==> src/rtl/drt_pkg.sv <==
package drt_pkg;
   // Outcome of a serviced refresh
   typedef enum logic [1:0] {
      RES_NONE  = 2'd0,
      RES_RECT  = 2'd1,
      RES_CLEAR = 2'd2,
      RES_FULL  = 2'd3
   } drt_result_e;

   localparam int unsigned MODE_EN_BIT    = 0;
   localparam int unsigned MODE_BLANK_BIT = 1;
endpackage

==> src/rtl/drt_extent.sv <==
// One axis of the dirty box: running minimum and maximum.
module drt_extent #(
   parameter int unsigned W = 11
) (
   input  logic         clk,
   input  logic         rst_n,
   input  logic         upd,
   input  logic [W-1:0] pos,
   input  logic [W-1:0] len,
   input  logic         flush,
   input  logic [W-1:0] span,
   output logic [W:0]   lo,
   output logic [W:0]   hi
);
   localparam int unsigned DW = W + 1;

   if (W < 2) begin : g_bad_width
      $error("drt_extent: W must be at least 2");
   end

   logic [DW-1:0] base_lo, base_hi, end_pos, lo_n, hi_n;

   always_comb begin
      base_lo = flush ? {1'b0, span} : lo;
      base_hi = flush ? '0 : hi;
      end_pos = {1'b0, pos} + {1'b0, len};
      lo_n    = base_lo;
      hi_n    = base_hi;
      if (upd) begin
         if ({1'b0, pos} < base_lo) lo_n = {1'b0, pos};
         if (end_pos > base_hi)     hi_n = end_pos;
      end
   end

   always_ff @(posedge clk) begin
      if (!rst_n) begin
         lo <= '1;
         hi <= '0;
      end else begin
         lo <= lo_n;
         hi <= hi_n;
      end
   end

   AST_GROW_LO: assert property (@(posedge clk) disable iff (!rst_n)
      upd |=> lo <= {1'b0, $past(pos)});
   AST_GROW_HI: assert property (@(posedge clk) disable iff (!rst_n)
      upd |=> hi >= ({1'b0, $past(pos)} + {1'b0, $past(len)}));
   AST_FLUSH_EMPTY: assert property (@(posedge clk) disable iff (!rst_n)
      (flush && !upd) |=> (hi == '0) && (lo == {1'b0, $past(span)}));
endmodule

==> src/rtl/drt_inval.sv <==
// Stored display mode, panel-size watch and pending-invalidate flag.
module drt_inval #(
   parameter int unsigned XW     = 11,
   parameter int unsigned YW     = 10,
   parameter int unsigned MODE_W = 8
) (
   input  logic              clk,
   input  logic              rst_n,
   input  logic              mode_wr,
   input  logic [MODE_W-1:0] mode_wdata,
   input  logic [XW-1:0]     panel_w,
   input  logic [YW-1:0]     panel_h,
   input  logic              inval_req,
   input  logic              consume,
   output logic              inval,
   output logic              en,
   output logic              blank
);
   import drt_pkg::*;

   if (MODE_W < 2) begin : g_bad_mode
      $error("drt_inval: MODE_W must be at least 2");
   end

   logic [1:0]    mode_q;
   logic [XW-1:0] pw_q;
   logic [YW-1:0] ph_q;
   logic          mode_chg, size_chg, set_any;

   assign mode_chg = mode_wr && (mode_wdata[1:0] != mode_q);
   assign size_chg = (panel_w != pw_q) || (panel_h != ph_q);
   assign set_any  = inval_req || mode_chg || size_chg;
   assign en       = mode_q[MODE_EN_BIT];
   assign blank    = mode_q[MODE_BLANK_BIT];

   always_ff @(posedge clk) begin
      if (!rst_n) begin
         mode_q <= '0;
         pw_q   <= '0;
         ph_q   <= '0;
         inval  <= 1'b1;
      end else begin
         if (mode_wr) mode_q <= mode_wdata[1:0];
         pw_q <= panel_w;
         ph_q <= panel_h;
         if (set_any)      inval <= 1'b1;
         else if (consume) inval <= 1'b0;
      end
   end

   AST_MODE_CHANGE_SETS: assert property (@(posedge clk) disable iff (!rst_n)
      (mode_wr && (mode_wdata[1:0] != {blank, en})) |=> inval);
   AST_SIZE_CHANGE_SETS: assert property (@(posedge clk) disable iff (!rst_n)
      (panel_w != pw_q) |=> inval);
   AST_CONSUME_CLEARS: assert property (@(posedge clk) disable iff (!rst_n)
      (consume && !set_any) |=> !inval);
   AST_SET_WINS: assert property (@(posedge clk) disable iff (!rst_n)
      (consume && inval_req) |=> inval);
endmodule

==> src/rtl/dirty_rect_tracker.sv <==
module dirty_rect_tracker #(
   parameter int unsigned XW     = 11,
   parameter int unsigned YW     = 10,
   parameter int unsigned MODE_W = 8
) (
   input  logic              clk,
   input  logic              rst_n,
   input  logic              win_valid,
   input  logic [XW-1:0]     win_x,
   input  logic [YW-1:0]     win_y,
   input  logic [XW-1:0]     win_w,
   input  logic [YW-1:0]     win_h,
   input  logic [XW-1:0]     panel_w,
   input  logic [YW-1:0]     panel_h,
   input  logic              mode_wr,
   input  logic [MODE_W-1:0] mode_wdata,
   input  logic              inval_req,
   input  logic              refresh_req,
   output logic              disp_en,
   output logic              disp_blank,
   output logic              rect_valid,
   output logic [XW-1:0]     rect_x,
   output logic [YW-1:0]     rect_y,
   output logic [XW:0]       rect_w,
   output logic [YW:0]       rect_h,
   output logic              clear_valid,
   output logic              none_valid
);
   import drt_pkg::*;

   localparam int unsigned XD = XW + 1;
   localparam int unsigned YD = YW + 1;

   logic [XD-1:0] lo_x, hi_x;
   logic [YD-1:0] lo_y, hi_y;
   logic          inval, take, flush;
   drt_result_e   res;

   assign take = refresh_req && disp_en;

   always_comb begin
      res = RES_NONE;
      if (inval)             res = disp_blank ? RES_CLEAR : RES_FULL;
      else if (hi_x > lo_x)  res = RES_RECT;
   end

   assign flush = take && ((res == RES_RECT) || (res == RES_FULL));

   drt_inval #(.XW(XW), .YW(YW), .MODE_W(MODE_W)) u_inval (
      .clk        (clk),
      .rst_n      (rst_n),
      .mode_wr    (mode_wr),
      .mode_wdata (mode_wdata),
      .panel_w    (panel_w),
      .panel_h    (panel_h),
      .inval_req  (inval_req),
      .consume    (take),
      .inval      (inval),
      .en         (disp_en),
      .blank      (disp_blank)
   );

   drt_extent #(.W(XW)) u_ext_x (
      .clk (clk), .rst_n (rst_n), .upd (win_valid), .pos (win_x), .len (win_w),
      .flush (flush), .span (panel_w), .lo (lo_x), .hi (hi_x)
   );

   drt_extent #(.W(YW)) u_ext_y (
      .clk (clk), .rst_n (rst_n), .upd (win_valid), .pos (win_y), .len (win_h),
      .flush (flush), .span (panel_h), .lo (lo_y), .hi (hi_y)
   );

   always_ff @(posedge clk) begin
      if (!rst_n) begin
         rect_valid  <= 1'b0;
         clear_valid <= 1'b0;
         none_valid  <= 1'b0;
         rect_x      <= '0;
         rect_y      <= '0;
         rect_w      <= '0;
         rect_h      <= '0;
      end else begin
         rect_valid  <= 1'b0;
         clear_valid <= 1'b0;
         none_valid  <= 1'b0;
         if (take) begin
            unique case (res)
               RES_FULL: begin
                  rect_valid <= 1'b1;
                  rect_x     <= '0;
                  rect_y     <= '0;
                  rect_w     <= {1'b0, panel_w};
                  rect_h     <= {1'b0, panel_h};
               end
               RES_RECT: begin
                  rect_valid <= 1'b1;
                  rect_x     <= lo_x[XW-1:0];
                  rect_y     <= lo_y[YW-1:0];
                  rect_w     <= hi_x - lo_x;
                  rect_h     <= hi_y - lo_y;
               end
               RES_CLEAR: clear_valid <= 1'b1;
               default:   none_valid  <= 1'b1;
            endcase
         end
      end
   end

   AST_OFF_SILENT: assert property (@(posedge clk) disable iff (!rst_n)
      (refresh_req && !disp_en) |=> !(rect_valid || clear_valid || none_valid));
   AST_ONE_RESULT: assert property (@(posedge clk) disable iff (!rst_n)
      $onehot0({rect_valid, clear_valid, none_valid}));
   AST_PULSE_SHORT: assert property (@(posedge clk) disable iff (!rst_n)
      (rect_valid && !$past(take)) |-> 1'b0);
   AST_BLANK_CLEAR: assert property (@(posedge clk) disable iff (!rst_n)
      (take && inval && disp_blank) |=> clear_valid && !rect_valid);
endmodule

==> config.mk <==
export PLATFORM = sky130hd
export DESIGN_NAME = dirty_rect_tracker
export DESIGN_NICKNAME = d
export VERILOG_FILES = /design/src/rtl/drt_pkg.sv /design/src/rtl/drt_extent.sv /design/src/rtl/drt_inval.sv /design/src/rtl/dirty_rect_tracker.sv
export SDC_FILE = /design/constraint.sdc
export NUM_CORES = 1
export LEC_CHECK = 0
export ABC_AREA = 1
export CAP_MARGIN = 20
export CORE_ASPECT_RATIO = 1.75
export CORE_MARGIN = 4
export CORE_UTILIZATION = 59
export CTS_CLUSTER_DIAMETER = 50
export DETAILED_ROUTE_END_ITERATION = 16
export GPL_TIMING_DRIVEN = 0
export HOLD_SLACK_MARGIN = 0.05
export PLACE_DENSITY_LB_ADDON = 0.08
export SYNTH_ARGS = -nofsm -noshare
export SYNTH_HDL_FRONTEND = slang
export SYNTH_SLANG_ARGS = --single-unit
==> constraint.sdc <==
create_clock -name clk -period 10.3 [get_ports clk]
set_input_delay 2.575 -clock clk [delete_from_list [all_inputs] [get_ports clk]]
set_output_delay 2.575 -clock clk [all_outputs]
set_load 0.005 [all_outputs]
# After elaboration in Yosys (flattened, before gate mapping)
# Index checks and enable logic that the tools add are counted.
# word_totals
regBits	117
latchBits	0
ramBits	0
rom_bits	0
input_bits	77
output_inout_bits	49
memories	0
# classes
add_sub_neg	4
mul	0
n_div	0
magnitude_cmp	5
n_eq_ne	6
n_shift	0
mux	22
n_bitwise	1
reduce_logical	13
# op_table
operator	count
two-way mux 12 bit	6
two-way mux 11 bit	6
case mux 11 bit (2 select lines)	2
> comparator 12 bit	2
case mux 12 bit (2 select lines)	1
case mux 10 bit (2 select lines)	1
adder 11 x 11 -> 12 bit	1
< comparator 11 x 12 -> 1 bit	1
subtractor 12 bit	1
adder 10 x 10 -> 11 bit	1
> comparator 11 bit	1
< comparator 10 x 11 -> 1 bit	1
!= test 11 bit	1
subtractor 11 bit	1
!= test 10 bit	1
two-way mux 1 bit	5
equality test 2 bit, second input constant	2
logical OR 1 bit	4
AND reduction 2 bit	2
OR reduction 2 bit	2
logical AND 1 bit	3
OR reduction 3 bit	1
equality test 2 x 1 -> 1 bit, second input constant	1
two-way mux 2 bit	1
other kinds (3)	3

# Logic depth before layout (Yosys ltp)
# depth
ltp_word	10
mapped_depth	26
depth_no_buf	23

# Cells and area by module
# From an unflattened synthesis, not the netlist that was laid out.
# hier_totals
cells_unflattened	1314
hier_area_um2	8481.9
# by_module_without_submodules
module	instances	cells_each	area_each_um2	seq_area_each_um2
dirty_rect_tracker	1	488	3164.3	940.9
drt_extent (u_ext_x)	1	315	2128.3	480.5
drt_extent (u_ext_y)	1	319	2038.2	440.4
drt_inval	1	192	1151.1	480.5

# Least setup slack after synthesis
# OpenSTA, ideal clock, no wires.
# synth_timing
kind	in2reg
from	input win_y[0]
to	register u_ext_y.hi[0]
setup_time_ns	0.116
arrival_time_ns	5.438
setup_slack_ns	4.746
path_stages	24
path_cell_list	ha_1 fa_1 nand3_1 nand2_1 a21oi_1 o21bai_1 nand2_1 nand2_1 nand2_1 nand2_1 a21o_1 a21oi_1 inv_1 ha_1 nand2_1 nor2_1 nand3_1 o2111ai_1 nand2_1 inv_1 nand2_1 clkbuf_1 o21ai_0 nor2_1
# synth_between
elab_chain_len	4
# synth_rtl
element	line_no	text
start, declared	dirty_rect_tracker.sv:10	input logic [YW-1:0] win_y,
adder 10 x 10 -> 11 bit *	drt_extent.sv:26	end_pos = {1'b0, pos} + {1'b0, len};
> comparator 11 bit	drt_extent.sv:31	if (end_pos > base_hi) hi_n = end_pos;
two-way mux 11 bit *	drt_extent.sv:31	
two-way mux 11 bit *	drt_extent.sv:29	if (upd) begin
end signal, assigned	drt_extent.sv:41	hi <= hi_n;
end, declared	drt_extent.sv:13	output logic [W:0] hi
# Mark *: on every way between the ends. The rest lies on a longest branch, timed or not.
# A chain may end at the register's enable or synchronous reset.

# Worst setup path after layout
# Same ends and word-level chain as after synthesis.

==> metrics <==
Most used DFF post-synth dfxtp_1; RSZ-0062 raised after global routing false; Routed Antenna Nets 0; crit path kind in2reg; number of nets in the layout ~1.4k; CTS resizes 0; Die W approximately 94 um; Final Hold Viols 0; pin count of the biggest net entering global routing 17; I/O Pins ~130; post-DP HPWL between 15000 and 20000 um; Die Height ~160 um; Post-Syn Area per Cell around 7 um^2; detailed-route wire length 22800 um; WP buf/inv 4; number of global-route vias before repair between 7k and 8k; CP max FO 10; top-area cell type share of the netlist area 30.7%; H-Tree Depth 4; Crit path max-delay family simple AND/OR/NAND/NOR gates; initial antenna violation count 0; kind of start point of the critical path primary input; first-pass iteration count of the detailed router 7; GP Congestion slightly above 0.9; run status finished, final reports clean; Synth warnings 0; Post-synth top cells nand2_1 (235), inv_1 (143), a21oi_1 (125); peak supply drop about 0.09 mV; sequential area share after synthesis a little under a third; share of flip-flops with an asynchronous set or reset 0%; Hold WC Path Type reg2reg; Antenna diodes 0; worst setup margin about 4.1 ns; top post-synthesis cells by area dfxtp_1 (31%), ha_1 (14%), nand2_1 (12%); Place WS 3.67 ns; total grt overflow 0; vias per inst 5.55; Post-route DRC 0; power density over the cells approximately 160 nW/um^2; top-count cell post-synth nand2_1; fin crit period approximately 6.2 ns; # setup viols final 0; CP Capture Type flip-flop; hold buffer count at CTS 0; Inserted Clock Buffers 17; CTS tree done; full die area 14900 um^2; Layout Skew about 0.0048 ns; Leak 0.00454 uW; CP dominant cell by count nand2_1; PortBufs between 100 and 150; Final Max Slew Viols 0; number of synthesized register bits approximately 120; WL/cell 16.5 um; first-pass GRT wire length 36300 um; vias 7651; clock slew at reported path FFs 0.06 ns; GR Util All Layers a little under a third; Syn Inst Count ~1.1k; Setup Fix Bufs, Post-CTS 0; max cap viols 0; Synth cell types 46; fmax 160 MHz; CP max stage cell clkdlybuf4s50_1; measured slew at the worst slew-check pin 0.790 ns; cell taking the most area after synthesis dfxtp_1; Max-slew headroom a little under half; CP Data Required Time approximately 11 ns; Setup TNS 0 ns; period utilization 60.6%; Row Count 54; synthesis-to-finish area growth 26.2%; clk_lat worst skew roughly 0.42 ns; Core Area roughly 13000 um^2; CTS root buf clkbuf_16; number of flops mapped to enable cells by yosys 0; Clock Tree Buf Depth 2; Post-Synthesis Cell Area between 7000 and 8000 um^2; post-synth net total approximately 1.2k; Largest stage delay, worst path about 0.5 ns; initial DRC count about 440; CTS sink cnt about 120; initial core utilization roughly three fifths; share of layout cells above drive strength 1 about 7.1%; worst path arrival time between 6 and 7 ns
## per-layer routing
layer  global-route usage, %  vias to the layer above  part of all wire, %
li1                        -                     3807                    -
met1                    33.1                     3501                   37
met5                       0                        -                    0
met2                    57.7                      272                   52
met4                    18.0                        0                  5.2
met3                    5.58                       71                  5.3
## worst paths after layout
path	from	to	slack (ns)	depth (start not counted)
worst max-delay path	win_y[0]	u_ext_y.hi[0]	4.06	25
worst min register to register	rect_y[4]	rect_y[4]	0.46	2
worst min-delay path	rect_y[4]	rect_y[4]	0.46	2
worst max register to register	u_ext_x.lo[10]	u_ext_y.hi[0]	6.07	24
## sequential cells by signal (all words and copies together), names as in the netlist
register	count
u_ext_y.lo	11
u_ext_x.hi	12
rect_valid	1
u_inval.ph_q	10
rect_w	12
u_inval.pw_q	11
none_valid	1
u_ext_y.hi	11
u_inval.mode_q	2
clear_valid	1
u_inval.inval	1
u_ext_x.lo	12
rect_h	11
rect_x	11
rect_y	10
## cells by family (layout without fill, tap and decap cells)
group,after synthesis,after routing,share of synthesized area (%)
AOI/OAI and AO/OA,244,244,17.8
xor gates and xnor gates,36,36,4.14
adders and majority gates,89,89,15.0
buffers and inverters,186,336,9.75
DFF,117,117,30.7
and+or+nand+nor,389,389,22.5
## power breakdown
group,switching (uW),internal (uW)
sequential,27.9,492
combinational,273,190
clock,222,381
total,523,1060
## per-stage QoR
stage	std cells	area, um^2	total power [uW]	hold WS, ns	util [%]
6_report	1379	9620	1590	0.463	76.5
5_1_grt	1379	9620	1680	0.484	76.5
4_1_cts	1379	9620	1580	0.461	76.5
3_5_place_dp	1347	9010	984	0.455	71.7
3_3_place_gp	1347	9010	972	0.449	71.7
2_1_floorplan	1061	7620	845	0.440	-
## layout make-up
cell class	instances	area, um^2
buffer	39	191
multi-input combinational	758	4530
clock inverter	15	180
timing repair buffer	118	1180
tap	168	210
sequential	117	2340
inverter	147	552
clock buffer	17	425
fill	1023	2950
## worst min-delay path, stage by stage (launching register included)
cell and delay (ns):
dfxtp_1 0.31, nand2_1 0.06, a21oi_1 0.05
## cells in the final DEF (no fill, tap or decap), types with 7 or more instances in the layout
cell type / instances
or2_2: 9
clkdlybuf4s50_1: 118
nand2_1: 235
nor2_1: 50
buf_2: 15
nand3_2: 10
ha_1: 85
o211ai_1: 7
nand3_1: 47
clkbuf_1: 20
xor2_1: 20
a211oi_1: 9
inv_1: 143
a21oi_1: 125
o22ai_1: 8
xnor2_1: 16
nor3_1: 8
o21ai_0: 64
nand4_1: 11
dfxtp_1: 117
clkbuf_16: 17
(Power assumes the default switching activity.)
